===== src/rtl/frac_clk_pkg.sv =====
// Package: shared types for the fractional rate clock enable generator.
// Assumes nothing beyond the standard language.
package frac_clk_pkg;
    // Selects which divide ratio is currently active.
    typedef enum logic {
        SEL_DIV1 = 1'b0,
        SEL_DIV2 = 1'b1
    } div_sel_e;
endpackage


===== src/rtl/fcg_phase_div.sv =====
// Phase divider: counts reference cycles up to the active ratio and raises
// a registered one-cycle pulse as each period completes. The combinational
// wrap flag marks the last cycle of a period so the run sequencer can switch
// ratio exactly at a period boundary.
// Assumes ratio_i is held stable within a period, except at the wrap point.
module fcg_phase_div #(
    parameter int W = 12
) (
    input  logic         clk,
    input  logic         rst_n,
    input  logic         run_i,
    input  logic [W-1:0] ratio_i,
    output logic         wrap_o,
    output logic         tick_o
);
    logic [W-1:0] cnt;
    logic         tick_q;

    // Last cycle of the current period.
    always_comb wrap_o = run_i && (cnt >= ratio_i);

    // Phase count and period pulse; cleared whenever the input gate is closed.
    always_ff @(posedge clk) begin
        if (!rst_n || !run_i) begin
            cnt    <= '0;
            tick_q <= 1'b0;
        end else if (wrap_o) begin
            cnt    <= '0;
            tick_q <= 1'b1;
        end else begin
            cnt    <= cnt + 1'b1;
            tick_q <= 1'b0;
        end
    end

    assign tick_o = tick_q;

    // The phase count never runs past the active ratio.
    assert_phase_bound_R4: assert property (@(posedge clk) disable iff (!rst_n)
        run_i |-> (cnt <= ratio_i));

    // A nonzero ratio never yields two pulses in a row.
    assert_tick_gap_R2: assert property (@(posedge clk) disable iff (!rst_n)
        (tick_q && run_i && ratio_i != '0) |=> !tick_q);
endmodule


===== src/rtl/fcg_run_seq.sv =====
// Run-length sequencer: counts completed periods at the active ratio. When
// the run for the active ratio is exhausted, it swaps to the other ratio.
// In single mode it holds ratio 1.
// Assumes wrap_i comes from the phase divider and marks a period's last cycle.
module fcg_run_seq
    import frac_clk_pkg::*;
#(
    parameter int W = 12
) (
    input  logic         clk,
    input  logic         rst_n,
    input  logic         run_i,
    input  logic         wrap_i,
    input  logic         dual_i,
    input  logic [W-1:0] lim1_i,
    input  logic [W-1:0] lim2_i,
    output div_sel_e     sel_o
);
    logic [W-1:0] run_cnt;
    div_sel_e     sel_q;
    logic [W-1:0] lim_act;

    // Run length of the ratio that is currently active.
    always_comb lim_act = (sel_q == SEL_DIV2) ? lim2_i : lim1_i;

    // Period counting and ratio swap at the end of each run.
    always_ff @(posedge clk) begin
        if (!rst_n || !run_i || !dual_i) begin
            run_cnt <= '0;
            sel_q   <= SEL_DIV1;
        end else if (wrap_i) begin
            if (run_cnt >= lim_act) begin
                run_cnt <= '0;
                sel_q   <= (sel_q == SEL_DIV1) ? SEL_DIV2 : SEL_DIV1;
            end else begin
                run_cnt <= run_cnt + 1'b1;
            end
        end
    end

    assign sel_o = sel_q;

    // The ratio changes only directly after a completed period, or on restart.
    assert_sel_boundary_R4: assert property (@(posedge clk) disable iff (!rst_n)
        (sel_q != $past(sel_q)) |-> ($past(wrap_i) || !$past(run_i) || !$past(dual_i)));

    // Single mode keeps ratio 1 selected.
    assert_single_div1_R2: assert property (@(posedge clk) disable iff (!rst_n)
        !dual_i |=> (sel_q == SEL_DIV1));
endmodule


===== src/rtl/fcg_out_gate.sv =====
// Output stage: chooses between the divided pulse and the bypass path, applies
// the output gate and reports whether either gate is open.
// Assumes bypass_i changes only while both gates are closed, so the selection
// never cuts a pulse.
module fcg_out_gate (
    input  logic rst_n,
    input  logic bypass_i,
    input  logic gate_in_i,
    input  logic gate_out_i,
    input  logic tick_div_i,
    output logic tick_o,
    output logic enabled_o
);
    // Source selection and output gating.
    always_comb begin
        if (bypass_i)
            tick_o = rst_n && gate_in_i && gate_out_i;
        else
            tick_o = gate_out_i && tick_div_i;
    end

    // Enabled status follows either gate.
    always_comb enabled_o = gate_in_i || gate_out_i;
endmodule


===== src/rtl/frac_clk_gen.sv =====
// Top level of the fractional rate clock enable generator. It joins the phase
// divider, the run sequencer and the output stage. The active ratio is chosen
// from the sequencer's selection.
// Assumes configuration changes only while both gates are closed.
module frac_clk_gen
    import frac_clk_pkg::*;
#(
    parameter int DIV_W = 12,
    parameter int RUN_W = 12
) (
    input  logic             clk,
    input  logic             rst_n,
    input  logic [DIV_W-1:0] div1_m1,
    input  logic [DIV_W-1:0] div2_m1,
    input  logic [RUN_W-1:0] run1_m1,
    input  logic [RUN_W-1:0] run2_m1,
    input  logic             dual_en,
    input  logic             bypass_en,
    input  logic             gate_in_en,
    input  logic             gate_out_en,
    output logic             tick_o,
    output logic             enabled_o
);
    logic             wrap;
    logic             tick_div;
    div_sel_e         sel;
    logic [DIV_W-1:0] ratio;

    // Active divide ratio.
    always_comb ratio = (sel == SEL_DIV2) ? div2_m1 : div1_m1;

    fcg_phase_div #(.W(DIV_W)) u_phase (
        .clk     (clk),
        .rst_n   (rst_n),
        .run_i   (gate_in_en),
        .ratio_i (ratio),
        .wrap_o  (wrap),
        .tick_o  (tick_div)
    );

    fcg_run_seq #(.W(RUN_W)) u_seq (
        .clk     (clk),
        .rst_n   (rst_n),
        .run_i   (gate_in_en),
        .wrap_i  (wrap),
        .dual_i  (dual_en),
        .lim1_i  (run1_m1),
        .lim2_i  (run2_m1),
        .sel_o   (sel)
    );

    fcg_out_gate u_out (
        .rst_n      (rst_n),
        .bypass_i   (bypass_en),
        .gate_in_i  (gate_in_en),
        .gate_out_i (gate_out_en),
        .tick_div_i (tick_div),
        .tick_o     (tick_o),
        .enabled_o  (enabled_o)
    );

    // A closed input gate restarts the sequence on ratio 1.
    assert_restart_div1_R8: assert property (@(posedge clk) disable iff (!rst_n)
        !gate_in_en |=> (sel == SEL_DIV1));

    // No pulse reaches the port one cycle after the input gate was closed,
    // outside bypass.
    assert_gated_quiet_R8: assert property (@(posedge clk) disable iff (!rst_n)
        (!gate_in_en && !bypass_en) |=> (!tick_o || bypass_en));

    // The run sequencer leaves ratio 1 only in dual mode.
    assert_div2_needs_dual_R3: assert property (@(posedge clk) disable iff (!rst_n)
        (sel == SEL_DIV2) |-> $past(dual_en));
endmodule


===== config.mk =====
export PLATFORM = sky130hd
export DESIGN_NAME = frac_clk_gen
export DESIGN_NICKNAME = d
export VERILOG_FILES = /design/src/rtl/frac_clk_pkg.sv /design/src/rtl/fcg_phase_div.sv /design/src/rtl/fcg_run_seq.sv /design/src/rtl/fcg_out_gate.sv /design/src/rtl/frac_clk_gen.sv
export SDC_FILE = /design/constraint.sdc
export NUM_CORES = 1
export LEC_CHECK = 0
export BUFFER_PORTS_ARGS = -buffer_cell sky130_fd_sc_hd__buf_2
export CORE_ASPECT_RATIO = 1.75
export CORE_UTILIZATION = 45
export DETAILED_ROUTE_END_ITERATION = 8
export PLACE_DENSITY = 0.71
export SLEW_MARGIN = 30
export SYNTH_ARGS = -nofsm -noshare
export SYNTH_HDL_FRONTEND = slang
export SYNTH_SLANG_ARGS = --single-unit

===== constraint.sdc =====
create_clock -name clk -period 3.8 [get_ports clk]
set_input_delay 0.57 -clock clk [delete_from_list [all_inputs] [get_ports clk]]
set_output_delay 0.57 -clock clk [all_outputs]
set_load 0.02 [all_outputs]

# == Word-level counts from Yosys, hierarchy flattened ==
# Index checks and enable logic that the tools add are counted.
# op_classes
n_mul,0
shifts,0
n_addsub,2
n_mux,6
div,0
magnitude_cmp,2
bitwise_logic,0
reduce_logical,12
n_eq_ne,0
# ops
op,count
12-bit 2-to-1 mux,3
12-bit by 1-bit adder with 12-bit output (second input constant),2
12-bit greater-or-equal comparator,2
1-bit logical AND,4
1-bit logical NOT,3
1-bit logical OR,3
1-bit 2-to-1 mux,3
2-bit AND reduction,1
2-bit OR reduction,1
# word_totals
output_inout_bits,2
mem_count,0
romBits,0
regBits,26
latchBits,0
ramBits,0
in_bits,54
word_cells,26

# == Depth between registers and ports, before layout ==
# depth
depth_word,4
depth_mapped,11

# == Cells and area by module ==
# From an unflattened synthesis, not the netlist that was laid out.
# unflattened
cells_unflattened,231
area_unflattened_um2,2157.1
# modules_own_cells
module,cells_each,n_inst,seq_area_each_um2,area_each_um2
fcg_run_seq,115,1,260.2,1019.7
fcg_phase_div,99,1,260.2,932.1
frac_clk_gen,13,1,0.0,183.9
fcg_out_gate,4,1,0.0,21.3

# == Least setup slack after synthesis ==
# Ideal clock, no wire load.
# synth_timing
path_kind,reg2reg
start,"reg u_seq.sel_q, in the netlist u_seq.sel_o"
end,reg u_seq.run_cnt[10]
path_stages_with_launch,12
arrival_time_ns,2.756
setup_time_ns,0.070
required_time_ns,3.730
path_slack_ns,0.974
cell_sequence,dfxtp_1 -> clkbuf_1 -> clkbuf_1 -> mux2i_1 -> ha_1 -> a211o_1 -> a31oi_1 -> o21ai_1 -> a221oi_2 -> o2111ai_2 -> buf_4 -> a21oi_1
# synth_between
elab_chain_len,3
elab_cells_between_ends,6
classes_between,order compare: 2; mux: 3; reduce/logical: 1
# synth_rtl
item,line_no,rtl
start: declaration,fcg_run_seq.sv:20,div_sel_e sel_q;
start signal: assignment,fcg_run_seq.sv:34,sel_q <= (sel_q == SEL_DIV1) ? SEL_DIV2 : SEL_DIV1;
"12-bit 2-to-1 mux, on equally long branches","fcg_run_seq.sv:24, frac_clk_gen.sv:30",
"12-bit greater-or-equal comparator, on equally long branches","fcg_run_seq.sv:32, fcg_phase_div.sv:20",
12-bit 2-to-1 mux / 1-bit logical AND (equally long branches),"fcg_run_seq.sv:32, fcg_phase_div.sv:20",
end signal: assignment,fcg_run_seq.sv:36,run_cnt <= run_cnt + 1'b1;
end: declaration,fcg_run_seq.sv:19,logic [W-1:0] run_cnt;
# Parallel ways exist; a longest one is shown, timed or not.
# A chain may end at the register's enable or synchronous reset.

# == Worst setup path in the final report ==
# layout_timing
start,"reg u_seq.sel_q, in the netlist u_seq.sel_o"
end,reg u_phase.cnt[8]
# layout_between
elab_chain_len,4
# layout_rtl
item,line_no,rtl
12-bit 2-to-1 mux,frac_clk_gen.sv:30,always_comb ratio = (sel == SEL_DIV2) ? div2_m1 : div1_m1;
12-bit greater-or-equal comparator,fcg_phase_div.sv:20,always_comb wrap_o = run_i && (cnt >= ratio_i);
1-bit logical AND,fcg_phase_div.sv:20,
2-bit OR reduction (no source line),n/a,
end signal: assignment,fcg_phase_div.sv:31,cnt <= cnt + 1'b1;
end: declaration,fcg_phase_div.sv:16,logic [W-1:0] cnt;
# Every way passes these cells.

==> results.txt <==
fraction of layout cells with a size suffix above 1 = 26.0%
RSZ-0062 raised after global routing = false
YS warnings = 0
Longest Clk Path Bufs = 2
Yosys cell types = 44
Sw Ratio = 23.1%
largest cells by area after synthesis = dfxtp_1 26%, ha_1 16%, mux2i_1 12%, nor2_1 4.9%, xor2_1 4.4%
Switching Power = 0.120 mW
vias per inst = 5.63
area leader, netlist = dfxtp_1
internal power = 0.401 mW
clk_lat worst skew = 0.27 ns
initial antenna violation count = 0
ANT cells = 0
P&R area growth vs syn = 18.5%
setup bufs post-CTS = 0
die area = 4750 um2
synthesized area = 2010 um2
Final Max Tran Viols = 0
maxcap violations = 0
synthesized netlist cell count = 223
CTS tree = yes
Post-synth top flop = dfxtp_1
mean post-synth cell area = 9.02 um2
1st-pass router iterations = 4
Final Setup Violations = 0
GRT Total Usage = 19.3%
top post-synthesis cells by count = 26 x dfxtp_1, 26 x ha_1, 26 x nor2_1
Tightest Hold Check Type = reg2reg
Initial DRC Count = 27
fin crit share = 74.1%
clock power share = 34.8%
Detail Route Antenna Nets = 0
Achievable Freq = 0.355 GHz
Floorplan Core Area = 4230 um2
Final Skew = 0.00276 ns
Tmin final = 2.82 ns
measured slew at the worst slew-check pin = 0.549 ns
register area share after synthesis = 25.9%
Multi-input gate area = 1450 um2
I/O pin count = 56
cts repair resizes = 0
H-tree Lvls = 1
routed vias = 1834
Worst Path Required = 4.01 ns
status = finished clean
Slew headroom = 63.4%
Post-synth EDFFs = 0
Clock Root Buffer = clkbuf_8
Peak supply drop = 0.215 mV
final instance area = 2380 um2
final hold vios = 0
die height = 90.5 um
Overall Power = 0.522 mW
largest fanout on the critical path = 26
Arr. time, crit path = 3.03 ns
critical path type = reg2reg
Reg area = 520 um2
final core utilization = 56.4%
FP Rows = 31
TritonCTS Sinks = 26
largest net degree at the start of global routing = 27
RD Place Congestion = 0.786
Starting Density = 47.6%
sequential power share = 52.6%
Fillers = 408
Leak = 1.05 nW
Port-buffer cells = 55
hold buffers post-CTS = 0
GR Overflow Total = 0
Worst-path clk slew = 0.09 ns
CP Capture Type = flop
placed cell area = 2330 um2
Synthesized Nets = 303
DR WL/cell = 12.6 um
Gate power share = 12.6%
vias in the first global route = 1809
TritonCTS Buffers = 3
PwrDens = 219 nW/um2
post-DP HPWL = 3.38 mm
first-pass GRT wire length = 7.19 mm
async set-reset flop share out of synthesis = 0%
Worst setup SP type = flop
die width = 52.5 um
# DRC = 0
register bit count reported by yosys = 26
fin nets = 358
routed wire length = 4.12 mm
Synth top area share = 25.9%
setup_tns = 0 ns
[power groups by stage]
stage	clock network [mW]	logic (mW)	registers, mW
4_1_cts	0.186	0.0670	0.274
3_5_place_dp	0	0.0667	0.281
6_report	0.181	0.0657	0.274
2_1_floorplan	0	0.0317	0.281
5_1_grt	0.196	0.0753	0.275
3_3_place_gp	0	0.0657	0.281
[state kept, by name, summed over array words and instances (netlist names)]
| signal | count |
|---|---|
| u_phase.cnt | 12 |
| u_seq.run_cnt | 12 |
| u_phase.tick_o | 1 |
| u_seq.sel_o | 1 |
[layout make-up]
class / instances / share of cell area (%)
tap: 49 / 2.57
sequential: 26 / 21.8
multi-input combinational: 186 / 60.6
clock buffer: 4 / 2.31
inverter: 5 / 0.787
timing repair buffer: 56 / 11.9
[cell usage in the layout (no fill, tap or decap), types with 3 or more instances in the layout]
cell type	instances
xnor2_1	6
dfxtp_1	26
nand3_1	10
nand2b_1	3
a31oi_1	3
ha_1	26
a21o_1	7
buf_2	55
or4_1	3
clkbuf_8	4
nand4_1	5
and3_1	8
nand2_1	9
and4_1	3
nor2_1	26
o31ai_1	3
inv_1	5
a21oi_1	12
xor2_1	10
mux2i_1	24
[final timing paths]
check,cells after the start,startpoint,endpoint,slack [ns]
max,9,u_seq.sel_o,u_phase.cnt[8],0.98
min,1,u_phase.cnt[0],u_phase.cnt[0],0.49
max reg2reg,9,u_seq.sel_o,u_phase.cnt[8],0.98
min reg2reg,1,u_phase.cnt[0],u_phase.cnt[0],0.49
[layer usage]
metal,wire length [um],track usage (%),up-vias
met3,132,1.68,11
met1,1610,20.2,850
met5,0,0,-
met4,122,9.21,0
li1,-,-,927
met2,2250,35.9,46
[critical path, cell delays in order, from the launching register on]
cell,delay [ns]
dfxtp_1,0.32
buf_4,0.36
mux2_2,0.39
ha_1,0.26
nand2b_1,0.14
a31oi_1,0.26
o21ai_4,0.14
a21oi_2,0.39
nand3_2,0.30
nor2_1,0.17
[per-stage QoR]
step / cells / hold WS [ns] / worst slack (ns)
floorplan: 223 / 0.437 / 0.974
global placement: 322 / 0.466 / 1.02
detailed placement: 322 / 0.470 / 0.945
CTS: 326 / 0.491 / 0.925
global route: 326 / 0.536 / 0.677
finish: 326 / 0.486 / 0.983
[cells by family after synthesis]
kind of cell / Yosys count / share of synthesized area [%]
AOI/OAI and AO/OA: 42 / 15.9
and+or+nand+nor: 76 / 19.7
adders and majority gates: 26 / 16.2
DFF: 26 / 25.9
buffers and inverters: 11 / 2.30
muxes: 26 / 13.1
xor gates and xnor gates: 16 / 6.96
No activity file was read; power rests on OpenSTA's default activity.
